`config.mk`:
```
export PLATFORM = sky130hd
export DESIGN_NAME = halt_wake_ctrl
export DESIGN_NICKNAME = d
export VERILOG_FILES = /design/src/rtl/hwc_pkg.sv /design/src/rtl/hwc_port_edge.sv /design/src/rtl/hwc_irq_gate.sv /design/src/rtl/hwc_wake_arb.sv /design/src/rtl/halt_wake_ctrl.sv
export SDC_FILE = /design/constraint.sdc
export NUM_CORES = 1
export LEC_CHECK = 0
export BUFFER_PORTS_ARGS = -buffer_cell sky130_fd_sc_hd__buf_4
export CAP_MARGIN = 20
export CORE_MARGIN = 2
export CORE_UTILIZATION = 42
export CTS_BUF_LIST = sky130_fd_sc_hd__clkbuf_16
export DETAILED_ROUTE_END_ITERATION = 8
export PLACE_DENSITY = 0.76
export REMOVE_ABC_BUFFERS = 1
export SYNTH_ARGS = -nofsm -noshare
export SYNTH_HDL_FRONTEND = slang
export SYNTH_SLANG_ARGS = --single-unit
```
`constraint.sdc`:
```
create_clock -name clk -period 2.2 [get_ports clk]
set_input_delay 0.11 -clock clk [delete_from_list [all_inputs] [get_ports clk]]
set_output_delay 0.11 -clock clk [all_outputs]
set_load 0.005 [all_outputs]
```
`src/rtl/hwc_pkg.sv`:
```
// Package: shared types for the halt and wake-up controller.
// Assumes: two-bit action codes, decoded by the core in this order.
package hwc_pkg;
    typedef enum logic [1:0] {
        WAKE_RESUME = 2'd0,
        WAKE_VECTOR = 2'd1,
        WAKE_WARM   = 2'd2,
        WAKE_FULL   = 2'd3
    } wake_act_e;

    localparam int SRC_N = 4;
endpackage

```
`src/rtl/hwc_port_edge.sv`:
```
// Module: hwc_port_edge
// Finds falling edges on wake-enabled port pins by comparing each pin
// with its value one cycle earlier.
// Assumes: port_in is already synchronized to clk.
module hwc_port_edge #(
    parameter int PORT_W = 8
) (
    input  logic              clk,
    input  logic              rst_n,
    input  logic [PORT_W-1:0] port_in,
    input  logic [PORT_W-1:0] wake_mask,
    output logic              fall_any
);
    logic [PORT_W-1:0] prev_q;
    logic [PORT_W-1:0] fall_bits;

    // Hold the previous pin sample; reset loads the current pins so no edge is seen.
    always_ff @(posedge clk) begin
        if (!rst_n) prev_q <= port_in;
        else        prev_q <= port_in;
    end

    // Per-pin falling-edge detect gated by the wake mask.
    genvar gi;
    generate
        for (gi = 0; gi < PORT_W; gi++) begin : g_pin
            assign fall_bits[gi] = prev_q[gi] & ~port_in[gi] & wake_mask[gi];
        end
    endgenerate

    // Reduce to a single wake request.
    always_comb fall_any = |fall_bits;
endmodule

```
`src/rtl/hwc_irq_gate.sv`:
```
// Module: hwc_irq_gate
// Decides which interrupt requests may wake the core and whether the
// wake should vector. Requests pending at halt entry are blocked until
// they drop.
// Assumes: halt_entry is only high while not halted.
module hwc_irq_gate #(
    parameter int IRQ_N = 4
) (
    input  logic             clk,
    input  logic             rst_n,
    input  logic             halted,
    input  logic             halt_entry,
    input  logic [IRQ_N-1:0] irq_req,
    input  logic [IRQ_N-1:0] irq_en,
    input  logic             stack_full,
    output logic             irq_wake,
    output logic             irq_vector
);
    logic [IRQ_N-1:0] blocked_q;
    logic [IRQ_N-1:0] live_bits;

    genvar gi;
    generate
        for (gi = 0; gi < IRQ_N; gi++) begin : g_irq
            // Latch a pending request at entry; release it once it drops during halt.
            always_ff @(posedge clk) begin
                if (!rst_n)          blocked_q[gi] <= 1'b0;
                else if (halt_entry) blocked_q[gi] <= irq_req[gi];
                else if (halted)     blocked_q[gi] <= blocked_q[gi] & irq_req[gi];
                else                 blocked_q[gi] <= 1'b0;
            end
            assign live_bits[gi] = irq_req[gi] & ~blocked_q[gi];
        end
    endgenerate

    // Wake if any unblocked request; vector only if one is enabled and stack has room.
    always_comb begin
        irq_wake   = |live_bits;
        irq_vector = (|(live_bits & irq_en)) & ~stack_full;
    end


    property blocked_only_in_halt_p;
        @(posedge clk) disable iff (!rst_n) (!halted && !halt_entry) |=> (blocked_q == '0);
    endproperty
    blocked_only_in_halt_chk: assert property (blocked_only_in_halt_p);
endmodule

```
`src/rtl/hwc_wake_arb.sv`:
```
// Module: hwc_wake_arb
// Fixed-priority selection among wake sources and the action code.
// Assumes: external reset acts in any state; other sources only while halted.
module hwc_wake_arb
    import hwc_pkg::*;
(
    input  logic             clk,
    input  logic             rst_n,
    input  logic             halted,
    input  logic             ext_rst,
    input  logic             wdt_ovf,
    input  logic             irq_wake,
    input  logic             irq_vector,
    input  logic             port_wake,
    output logic             wake_hit,
    output wake_act_e        wake_code,
    output logic [SRC_N-1:0] grant
);
    // One-hot grant in priority order: external reset, watchdog, interrupt, port.
    always_comb begin
        grant    = '0;
        grant[0] = ext_rst;
        grant[1] = halted & wdt_ovf & ~ext_rst;
        grant[2] = halted & irq_wake & ~wdt_ovf & ~ext_rst;
        grant[3] = halted & port_wake & ~irq_wake & ~wdt_ovf & ~ext_rst;
        wake_hit = |grant;
    end

    // Map the granted source to its restart action.
    always_comb begin
        if (grant[0])      wake_code = WAKE_FULL;
        else if (grant[1]) wake_code = WAKE_WARM;
        else if (grant[2]) wake_code = irq_vector ? WAKE_VECTOR : WAKE_RESUME;
        else               wake_code = WAKE_RESUME;
    end


    property single_grant_p;
        @(posedge clk) disable iff (!rst_n) $onehot0(grant);
    endproperty
    single_grant_chk: assert property (single_grant_p);
endmodule

```
`src/rtl/halt_wake_ctrl.sv`:
```
// Module: halt_wake_ctrl (top)
// Sequences halt entry and exit, keeps the power-down and time-out
// flags, and issues a registered wake action with a one-cycle pulse.
// Assumes: all inputs synchronous to clk; strobes are one cycle wide.
module halt_wake_ctrl
    import hwc_pkg::*;
#(
    parameter int PORT_W = 8,
    parameter int IRQ_N  = 4
) (
    input  logic              clk,
    input  logic              rst_n,
    input  logic              halt_req,
    input  logic              ext_rst,
    input  logic              wdt_ovf,
    input  logic              wdt_clr,
    input  logic [IRQ_N-1:0]  irq_req,
    input  logic [IRQ_N-1:0]  irq_en,
    input  logic              stack_full,
    input  logic [PORT_W-1:0] port_in,
    input  logic [PORT_W-1:0] wake_mask,
    output logic              halted,
    output logic              sysclk_en,
    output logic              pdf,
    output logic              tof,
    output logic              wake_valid,
    output logic [1:0]        wake_act
);
    logic             halted_q, pdf_q, tof_q, valid_q;
    wake_act_e        act_q;
    logic             halt_entry;
    logic             port_wake, irq_wake, irq_vector, wake_hit;
    wake_act_e        wake_code;
    logic [SRC_N-1:0] grant;

    // Halt is accepted only while running and not overridden by external reset.
    always_comb halt_entry = ~halted_q & halt_req & ~ext_rst;

    hwc_port_edge #(.PORT_W(PORT_W)) u_edge (
        .clk       (clk),
        .rst_n     (rst_n),
        .port_in   (port_in),
        .wake_mask (wake_mask),
        .fall_any  (port_wake)
    );

    hwc_irq_gate #(.IRQ_N(IRQ_N)) u_irq (
        .clk        (clk),
        .rst_n      (rst_n),
        .halted     (halted_q),
        .halt_entry (halt_entry),
        .irq_req    (irq_req),
        .irq_en     (irq_en),
        .stack_full (stack_full),
        .irq_wake   (irq_wake),
        .irq_vector (irq_vector)
    );

    hwc_wake_arb u_arb (
        .clk        (clk),
        .rst_n      (rst_n),
        .halted     (halted_q),
        .ext_rst    (ext_rst),
        .wdt_ovf    (wdt_ovf),
        .irq_wake   (irq_wake),
        .irq_vector (irq_vector),
        .port_wake  (port_wake),
        .wake_hit   (wake_hit),
        .wake_code  (wake_code),
        .grant      (grant)
    );

    // State and flag sequencing: wake first, then halt entry, then watchdog clear.
    always_ff @(posedge clk) begin
        if (!rst_n) begin
            halted_q <= 1'b0;
            pdf_q    <= 1'b0;
            tof_q    <= 1'b0;
            valid_q  <= 1'b0;
            act_q    <= WAKE_RESUME;
        end else begin
            valid_q <= 1'b0;
            if (wake_hit) begin
                halted_q <= 1'b0;
                valid_q  <= 1'b1;
                act_q    <= wake_code;
                if (wake_code == WAKE_FULL) begin
                    pdf_q <= 1'b0;
                    tof_q <= 1'b0;
                end else if (wake_code == WAKE_WARM) begin
                    tof_q <= 1'b1;
                end
            end else if (halt_entry) begin
                halted_q <= 1'b1;
                pdf_q    <= 1'b1;
                tof_q    <= 1'b0;
            end else if (!halted_q && wdt_clr) begin
                pdf_q <= 1'b0;
            end
        end
    end

    // Drive outputs from registered state.
    always_comb begin
        halted     = halted_q;
        sysclk_en  = ~halted_q;
        pdf        = pdf_q;
        tof        = tof_q;
        wake_valid = valid_q;
        wake_act   = act_q;
    end


    property entry_flags_p;
        @(posedge clk) disable iff (!rst_n) $rose(halted_q) |-> (pdf_q && !tof_q);
    endproperty
    entry_flags_chk: assert property (entry_flags_p);


    property warm_sets_tof_p;
        @(posedge clk) disable iff (!rst_n) (valid_q && act_q == WAKE_WARM) |-> tof_q;
    endproperty
    warm_sets_tof_chk: assert property (warm_sets_tof_p);


    property full_clears_p;
        @(posedge clk) disable iff (!rst_n)
            (valid_q && act_q == WAKE_FULL) |-> (!pdf_q && !tof_q && !halted_q);
    endproperty
    full_clears_chk: assert property (full_clears_p);


    property pulse_out_of_halt_p;
        @(posedge clk) disable iff (!rst_n) valid_q |-> !halted_q;
    endproperty
    pulse_out_of_halt_chk: assert property (pulse_out_of_halt_p);


    property halted_holds_p;
        @(posedge clk) disable iff (!rst_n) (halted_q && !wake_hit) |=> (halted_q && $stable(pdf_q));
    endproperty
    halted_holds_chk: assert property (halted_holds_p);
endmodule

```
==> results of run 1 <==
-- critical path: stages, from the launching register on --
cell and delay [ns]:
dfxtp_1 0.36, nor2b_4 0.05, or4_4 0.57, nor4_4 0.32, nor2_1 0.10, o221a_1 0.24
-- flip-flops by register name (all words and copies together), names as in the netlist --
| signal | count |
|---|---|
| u_irq.blocked_q | 4 |
| pdf | 1 |
| u_edge.prev_q | 8 |
| wake_act | 2 |
| tof | 1 |
| halted | 1 |
| wake_valid | 1 |
-- how the worst max path moves through the flow --
stage | startpoint | end | slack [ns] | cells after the start
finish | u_irq.blocked_q[2]$_SDFF_PN0_ | wake_act[0]$_SDFFE_PN0P_ | 0.45 | 5
floorplan | u_irq.blocked_q[2]$_SDFF_PN0_ | wake_act[0]$_SDFFE_PN0P_ | 0.54 | 5
detailed placement | u_irq.blocked_q[2]$_SDFF_PN0_ | wake_act[0]$_SDFFE_PN0P_ | 0.47 | 5
global route | u_irq.blocked_q[2]$_SDFF_PN0_ | wake_act[0]$_SDFFE_PN0P_ | 0.38 | 5
global placement | u_irq.blocked_q[2]$_SDFF_PN0_ | wake_act[0]$_SDFFE_PN0P_ | 0.51 | 5
CTS | u_irq.blocked_q[2]$_SDFF_PN0_ | wake_act[0]$_SDFFE_PN0P_ | 0.46 | 5
-- cell usage in the layout, fill, tap and decap left out --
cell	Yosys	routed
a21boi_1	1	1
a21o_2	1	1
a21oi_1	6	6
a22oi_1	3	3
a311o_1	1	1
and2_1	1	1
buf_4	0	37
clkbuf_16	0	3
clkinv_1	0	1
dfxtp_1	18	18
dlygate4sd3_1	0	8
inv_1	1	1
inv_2	1	1
nand2_1	11	11
nand2b_1	1	1
nand3b_1	8	8
nand4_1	1	1
nand4_2	1	1
nor2_1	4	4
nor2b_1	3	3
nor2b_2	1	1
nor2b_4	1	1
nor4_4	1	1
o21ai_0	1	1
o221a_1	1	1
o31ai_1	1	1
or2_1	1	1
or4_4	1	1
-- logic make-up after synthesis --
family	count (synthesis)
buf+inv	3
simple gates	35
compound gates	15
flops	18
-- power groups by stage --
stage               Combinational, mW  Clock, mW  Sequential (mW)
finish                          0.111      0.362            0.350
global route                    0.122      0.379            0.352
CTS                             0.111      0.365            0.350
detailed placement             0.0987          0            0.357
global placement               0.0970          0            0.357
floorplan                      0.0374          0            0.356
-- stage by stage --
stage          hold slack, ns  instance area [um^2]  worst slack [ns]  util [%]
2_1_floorplan           0.138                   698             0.536         -
3_3_place_gp            0.220                   996             0.514      64.6
3_5_place_dp            0.222                   996             0.470      64.6
4_1_cts                 0.103                  1150             0.461      74.9
5_1_grt                 0.127                  1150             0.375      74.9
6_report               0.0967                  1150             0.454      74.9
-- per-layer routing --
metal | track usage (%) | wire length (um)
met1 | 20.8 | 714
met3 | 4.40 | 90
met2 | 36.5 | 904
met4 | 17.1 | 60
met5 | 0 | 0
-- cell type report --
cell class | instances | area [um^2] | area share, %
sequential | 18 | 360 | 31.2
clock inverter | 1 | 3.75 | 0.325
timing repair buffer | 45 | 358 | 31.0
multi-input combinational | 50 | 330 | 28.6
clock buffer | 3 | 75.1 | 6.50
tap | 16 | 20.0 | 1.73
inverter | 2 | 7.51 | 0.650
-- synth_stat cells (all sizes together) --
cell / number / share of area, %
dfxtp: 18 / 51
nand2: 11 / 5.9
nand3b: 8 / 8.6
a21oi: 6 / 4.3
nor2b: 5 / 5.9
nor2: 4 / 2.1
a22oi: 3 / 3.2
inv: 2 / 1.1
nand4: 2 / 2.7
a21boi: 1 / 1.1
a21o: 1 / 1.2
a311o: 1 / 1.4
and2: 1 / 0.89
clkbuf: 1 / 0.53
nand2b: 1 / 0.89
nor4: 1 / 3.0
o21ai: 1 / 0.71
o221a: 1 / 1.6
o31ai: 1 / 1.1
or2: 1 / 0.89
or4: 1 / 1.6
==> results.toml, run 1 <==
[clock_network]
clk_pin_slew_ns = 0.05
clockBufferDepth = 2
h-tree-depth = 1
cts-root-buf = "clkbuf_16"
numCtsBuffers = 3
ctsResizeCount = 0
cts_tree = "built"
clk_latency_ns = 0.25
clock_sinks = 18
ctsHoldBuffers = 8
postCtsSetupBuffers = 0

[placement]
dp_cells = 123
hpwl_um = 1170
numPortBuffers = 37
routabilityCongestion = 0.682

[route]
wl_per_cell_um = 13.1
dr.pass1.iters = 4
antenna_left = 0
finalWirelength_um = 1770
routed_via_density = 5.01
drc = 0
vias = 677
drt-initial-drc-count = 12

[setup_path]
start_kind = "flip-flop"
r2r_slack_ns = 0.45
r2r_cells = 5
cp_max_fo = 3
endpoint_kind = "flip-flop"
path_class = "flip-flop to flip-flop"
timing.rr.end = "wake_act[0]$_SDFFE_PN0P_"
worst_r2r_startpoint = "u_irq.blocked_q[2]$_SDFF_PN0_"
cp.arrival_ns = 1.88
worstPathRequired_ns = 2.34

[power]
seqPwrFrac_pct = 42.6
ir_worst_vdd_mv = 0.474
p_int_uw = 655
power_density_mw_per_mm2 = 713
power_uw = 823
switching_share_pct = 20.4
switchingPower_uw = 167
p_comb_share_pct = 13.5
clkPwrFrac_pct = 44.0
p_leak_nw = 0.510

[timing]
tightest_slew_ns = 0.414
hold_viol_final = 0
min_period_over_period_pct = 79.4
setup_viol = 0
clock_skew_ns = 0.00202
maxSlewHeadroom_pct = 72.4
fmax_ghz = 0.573
fin_tns_setup_ns = 0
rsz0062_at_grt = "no"
min_period_ns = 1.75
drv_slew = 0

[floorplan]
core_mm2 = 0.00154
die_area_mm2 = 0.00201
core.rowCount = 14
initial_core_util_pct = 45.5
ioPinCount = 38
fp.dieW_um = 44.9
fp.dieH_um = 44.9

[final_layout]
nNetsFinal = 151
n_antenna_cell = 0
finalNonFillerCells = 135
drive_above_1_share_pct = 39.5
fillCellCount = 106
area_growth_syn_to_layout_pct = 64.5

[synthesis]
muxShareOfSynthArea_pct = 0
netlist_instances = 71
synth.avg_cell_area_um2 = 9.89
synth_top_family_by_area = "simple AND/OR/NAND/NOR gates"
ys_ff_latch = 18
yosys.area_share.simple_pct = 32.4
yosysWarnings = 0
netlist_area_um2 = 702
synth_xor_area_share_pct = 0
synth-adder-area-share_pct = 0
synth-compound-area-share_pct = 14.6
yosysSeqAreaShare_pct = 51.3
ys_types = 25

[global_routing]
grt_max_degree = 13
grt_pass1_wl_um = 2940
grt-ovfl-total = 0
grt_pass1_vias = 733
grt_util_all_layers_pct = 20.8
antenna_found_initial = 0

[outcome]
status = "complete, no violations"

[flow_run]
maxCapViolCount = 0

[worst_hold_path]
min_delay_path_depth = 3
hold_end = "u_irq.blocked_q[3]$_SDFF_PN0_"
hold_class = "primary input to flip-flop"
min_from = "irq_req[3]"
No activity file was read; power rests on OpenSTA's default activity.
==> inputs of run 2 (changes only) <==
CORE_UTILIZATION = 38   (was 42)
PLACE_DENSITY = 0.72   (was 0.76)
clock period = 1.5 ns   (was 2.2 ns; I/O delays follow)
==> results.toml, run 2 (synthesis gave the netlist of run 1 again) <==
[outcome]
status = "complete, but fails checks"
violations = "setup timing"

[final_layout]
n_antenna_cell = 0
seq_area_um2 = 363
post-route-util_pct = 68.9
finalNonFillerCells = 146
drive_above_1_share_pct = 43.8
top_register = "u_edge.prev_q"
design_area_mm2 = 0.00119
final_cell_mix = "buf_4, dfxtp_1, nand2_1"
nNetsFinal = 154
area_growth_syn_to_layout_pct = 69.5
multi_input_area_um2 = 333
fillCellCount = 156
final_common_cell = "buf_4"
largest_reg_flops = 8

[floorplan]
fp.dieW_um = 47.0
die_area_mm2 = 0.00221
core.rowCount = 15
ioPinCount = 38
fp.dieH_um = 47.0
initial_core_util_pct = 40.7
core_mm2 = 0.00173

[flow_run]
maxCapViolCount = 0

[setup_path]
cpMaxStageDelayCell = "or4_4"
critical_path.top_delay_family = "simple AND/OR/NAND/NOR gates"
r2r_slack_ns = -0.16
worst_r2r_startpoint = "u_irq.blocked_q[0]$_SDFF_PN0_"
r2r_cells = 5
max_stage_delay_ns = 0.57
cp_num_buf_inv = 0
timing.rr.end = "wake_act[0]$_SDFFE_PN0P_"
endpoint_kind = "flip-flop"
worstPathRequired_ns = 1.63
start_kind = "flip-flop"
cp_max_fo = 3
crit_chain = "nor2b_2 > or4_4 > nor4_4 > nor2_2 > o221a_1"
cp.arrival_ns = 1.79
path_class = "flip-flop to flip-flop"

[global_routing]
grt-ovfl-total = 0
grt_max_degree = 12
grt_pass1_vias = 676
use_met3_pct = 3.46
grt_util_all_layers_pct = 16.5
grt_pass1_wl_um = 2620
top_usage_layer = "met2"
use_met2_pct = 31.0
antenna_found_initial = 0
use_met1_pct = 18.4

[timing]
maxSlewHeadroom_pct = 83.5
fin_tns_setup_ns = -0.350
hold_viol_final = 0
min_period_ns = 1.66
fin_ws_ns = -0.160
clock_skew_ns = 0.00308
drv_slew = 0
setup_viol = 3
whs_ns = 0.0672
fmax_ghz = 0.602
rsz0062_at_grt = "yes"
min_period_over_period_pct = 111
tightest_slew_ns = 0.245

[power]
switchingPower_uw = 227
clkPwrFrac_pct = 42.5
p_comb_share_pct = 14.5
power_mw = 1.19
p_leak_nw = 0.524
switching_share_pct = 19.1
seqPwrFrac_pct = 43.1
ir_worst_vdd_mv = 0.878
power_density_mw_per_mm2 = 998
p_int_uw = 962

[clock_network]
clk_latency_ns = 0.24
numCtsBuffers = 3
clk_pin_slew_ns = 0.05
cts-root-buf = "clkbuf_16"
h-tree-depth = 1
clock_sinks = 18
cts_tree = "built"
clockBufferDepth = 2

[route]
drc = 0
wl_per_cell_um = 11.8
drt-initial-drc-count = 6
antenna_left = 0
finalWirelength_um = 1720
dr.pass1.iters = 2
vias = 682
routed_via_density = 4.67

[worst_hold_path]
min_from = "irq_req[3]"
hold_end = "u_irq.blocked_q[3]$_SDFF_PN0_"
min_delay_path_depth = 3
hold_class = "primary input to flip-flop"

[placement]
numPortBuffers = 37
dp_cells = 135
pre_cts_ws_ns = -0.220
routabilityCongestion = 0.728
hpwl_um = 1290
placed_area_mm2 = 0.00103
-- run 2: power by group through the flow --
stage	registers [mW]	logic [mW]	clock network [mW]
3_5_place_dp	0.521	0.155	0
3_3_place_gp	0.520	0.151	0
6_report	0.511	0.172	0.505
4_1_cts	0.511	0.173	0.517
5_1_grt	0.512	0.190	0.534
2_1_floorplan	0.523	0.0549	0
-- run 2: worst max-delay path by stage --
stage	slack, ns	start	depth (start not counted)	end
floorplan	-0.16	u_irq.blocked_q[2]$_SDFF_PN0_	5	wake_act[0]$_SDFFE_PN0P_
global placement	-0.16	u_irq.blocked_q[2]$_SDFF_PN0_	5	wake_act[0]$_SDFFE_PN0P_
detailed placement	-0.22	u_irq.blocked_q[2]$_SDFF_PN0_	5	wake_act[0]$_SDFFE_PN0P_
CTS	-0.20	u_irq.blocked_q[0]$_SDFF_PN0_	5	wake_act[0]$_SDFFE_PN0P_
global route	-0.24	u_irq.blocked_q[0]$_SDFF_PN0_	5	wake_act[0]$_SDFFE_PN0P_
finish	-0.16	u_irq.blocked_q[0]$_SDFF_PN0_	5	wake_act[0]$_SDFFE_PN0P_
-- run 2: final cells by class --
class,instances,share of cell area [%]
multi-input combinational,50,28.0
sequential,18,30.5
clock buffer,3,6.31
tap,25,2.63
timing repair buffer,48,32.0
inverter,2,0.631
-- run 2: worst min-delay path: cells and delay by family --
family	cells	cell delay (ns)
buffers and inverters	1	0.11
AND/OR/NAND/NOR	1	0.05
AO/OA/AOI/OAI	1	0.03
-- run 2: layer usage --
layer,vias to the layer above,share of wire [%]
li1,350,-
met1,304,42
met2,26,50
met3,2,7.8
met4,0,0.58
met5,-,0
-- run 2: timing repair --
item                                    4_1_cts  5_1_grt
buffers inserted                              0        0
endpoints found under the setup margin        4        4
gates resized for setup                       2        1
endpoints found under the hold margin         8        0
pin swaps                                     4        3
hold buffers                                  8        0
==> inputs of run 3 (changes only) <==
ABC_AREA = 1   (was not set)
PLACE_DENSITY = 0.78   (was 0.72)
==> results.toml, run 3 <==
[outcome]
status = "complete, no violations"

[final_layout]
drive_above_1_share_pct = 37.3
fillCellCount = 161
multi_input_area_um2 = 302
area_growth_syn_to_layout_pct = 64.5
largest_reg_flops = 8
final_cell_mix = "buf_4, dfxtp_1, inv_1"
seq_area_um2 = 360
n_antenna_cell = 0
top_register = "u_edge.prev_q"
nNetsFinal = 174
final_common_cell = "buf_4"

[setup_path]
crit_chain = "dlygate4sd3_1 > buf_4 > inv_1 > nand3_1 > nand2_1 > nor2_1 > nand3_2 > nand2_2 > nand2_2 > inv_2 > nand2_2 > a21oi_2"
cpMaxStageDelayCell = "dlygate4sd3_1"
endpoint_kind = "flip-flop"
path_common_cell = "nand2_2"
cp.arrival_ns = 1.48
cp_max_fo = 3
start_kind = "primary input"
max_stage_delay_ns = 0.55
path_class = "primary input to flip-flop"
worstPathRequired_ns = 1.69

[route]
wl_per_cell_um = 10.4
routed_via_density = 4.55
drt-initial-drc-count = 3
antenna_left = 0
vias = 760
finalWirelength_um = 1740
drc = 0
dr.pass1.iters = 4

[worst_hold_path]
hold_class = "primary input to flip-flop"

[flow_run]
maxCapViolCount = 0

[timing]
fin_tns_setup_ns = 0
drv_slew = 0
min_period_over_period_pct = 86.1
setup_viol = 0
hold_viol_final = 0
min_period_ns = 1.29
fmax_ghz = 0.775
clock_skew_ns = 0.00381
tightest_slew_ns = 0.279
rsz0062_at_grt = "no"
maxSlewHeadroom_pct = 81.4

[synthesis]
ys_ff_latch = 18
synth.avg_cell_area_um2 = 7.80
yosysWarnings = 0
synth_area_leaders = "dfxtp_1, nand3_1, inv_1"
synth_ff_type = "dfxtp_1"
async_flop_share_pct = 0
synth_most_common_cell = "dfxtp_1"
netlist_instances = 93
ys_types = 18
synth_edf_count = 0
synth_top_area_share_pct = 49.7
netlist_area_um2 = 726
yosysTopAreaCell = "dfxtp_1"
yosysSeqAreaShare_pct = 49.7
netlist_top_cells_count = "dfxtp_1, inv_1, nand3_1"

[global_routing]
grt_pass1_vias = 683
antenna_found_initial = 0
grt_util_all_layers_pct = 17.4
grt-ovfl-total = 0
grt_pass1_wl_um = 2680
grt_max_degree = 11

[clock_network]
clock_sinks = 18
clk_pin_slew_ns = 0.05
numCtsBuffers = 3
clk_latency_ns = 0.25
cts-root-buf = "clkbuf_16"
postCtsSetupBuffers = 0
h-tree-depth = 1
cts_tree = "built"
clockBufferDepth = 2

[floorplan]
ioPinCount = 38
die_area_mm2 = 0.00228
core_mm2 = 0.00176
fp.dieH_um = 47.7
fp.dieW_um = 47.7
initial_core_util_pct = 41.1
core.rowCount = 15

[placement]
numPortBuffers = 37
hpwl_um = 1320
routabilityCongestion = 0.811

[power]
p_leak_nw = 0.593
power_mw = 1.21
ir_worst_vdd_mv = 0.713
power_density_mw_per_mm2 = 1010
[run 3: cell count changes in the layout (fill, tap and decap cells not counted), sizes merged, moves of 3 or more]
cell    before  now
nor2b        5    0
a22oi        3    0
inv          2   17
nand3        0   15
nand2       11   18
o21ai        1    4
buf         40   37
nor2         4   10
nand3b       8    2
[run 3: path summary, 6_finish.rpt]
check                           startpoint                             to  slack, ns  cells past startpoint
setup / recovery                port_in[2]       wake_act[0]$_SDFFE_PN0P_       0.21                     12
hold / removal                  irq_req[2]  u_irq.blocked_q[2]$_SDFF_PN0_       0.10                      3
setup reg to reg       halted$_SDFFE_PP0P_  u_irq.blocked_q[3]$_SDFF_PN0_       0.32                      5
hold reg to reg   wake_act[1]$_SDFFE_PN0P_       wake_act[1]$_SDFFE_PN0P_       0.47                      2
[run 3: kinds of logic after synthesis]
group           share of synthesized area [%]
simple gates                             32.6
buf+inv                                  8.79
flops                                    49.7
compound gates                           8.97
[run 3: cell type report]
type                            count  share of cell area [%]
Clock buffer                        3                    6.29
Clock inverter                      1                   0.314
Timing Repair Buffer               45                    30.0
Inverter                           17                    5.35
Tap cell                           25                    2.62
Sequential cell                    18                    30.2
Multi-Input combinational cell     58                    25.3
[run 3: report_power, final]
part	switching, mW	leakage [nW]	internal [mW]
Combinational	0.0700	0.405	0.101
Clock	0.174	0.0385	0.354
Sequential	0.0101	0.150	0.503
Total	0.254	0.593	0.958
[run 3: metal layers]
layer	share of wire [%]	track usage (%)	up-vias
li1	-	-	396
met1	41	20.6	333
met2	51	29.9	26
met3	6.2	3.77	5
met4	1.7	8.11	0
met5	0	0	-
[run 3: worst max-delay path: cells and delay by family]
family,cells,cell delay (ns)
buf+inv,4,0.77
compound gates,1,0.11
simple gates,7,0.53
[run 3: metrics by stage]
| step | instance area, um^2 | hold WS [ns] | std cells | worst slack, ns | util [%] |
|---|---|---|---|---|---|
| after floorplan | 726 | 0.103 | 93 | 0.464 | - |
| after global placement | 1030 | 0.186 | 155 | 0.384 | 58.7 |
| after detailed placement | 1030 | 0.190 | 155 | 0.354 | 58.7 |
| after CTS | 1190 | 0.0978 | 167 | 0.211 | 67.7 |
| after global routing | 1190 | 0.104 | 167 | 0.113 | 67.7 |
| final | 1190 | 0.100 | 167 | 0.209 | 67.7 |
[run 3: what timing repair did]
| action | CTS | global route |
|---|---|---|
| endpoints found under the hold margin | 8 | 0 |
| resized for setup | 0 | 0 |
| hold buffers | 8 | 0 |
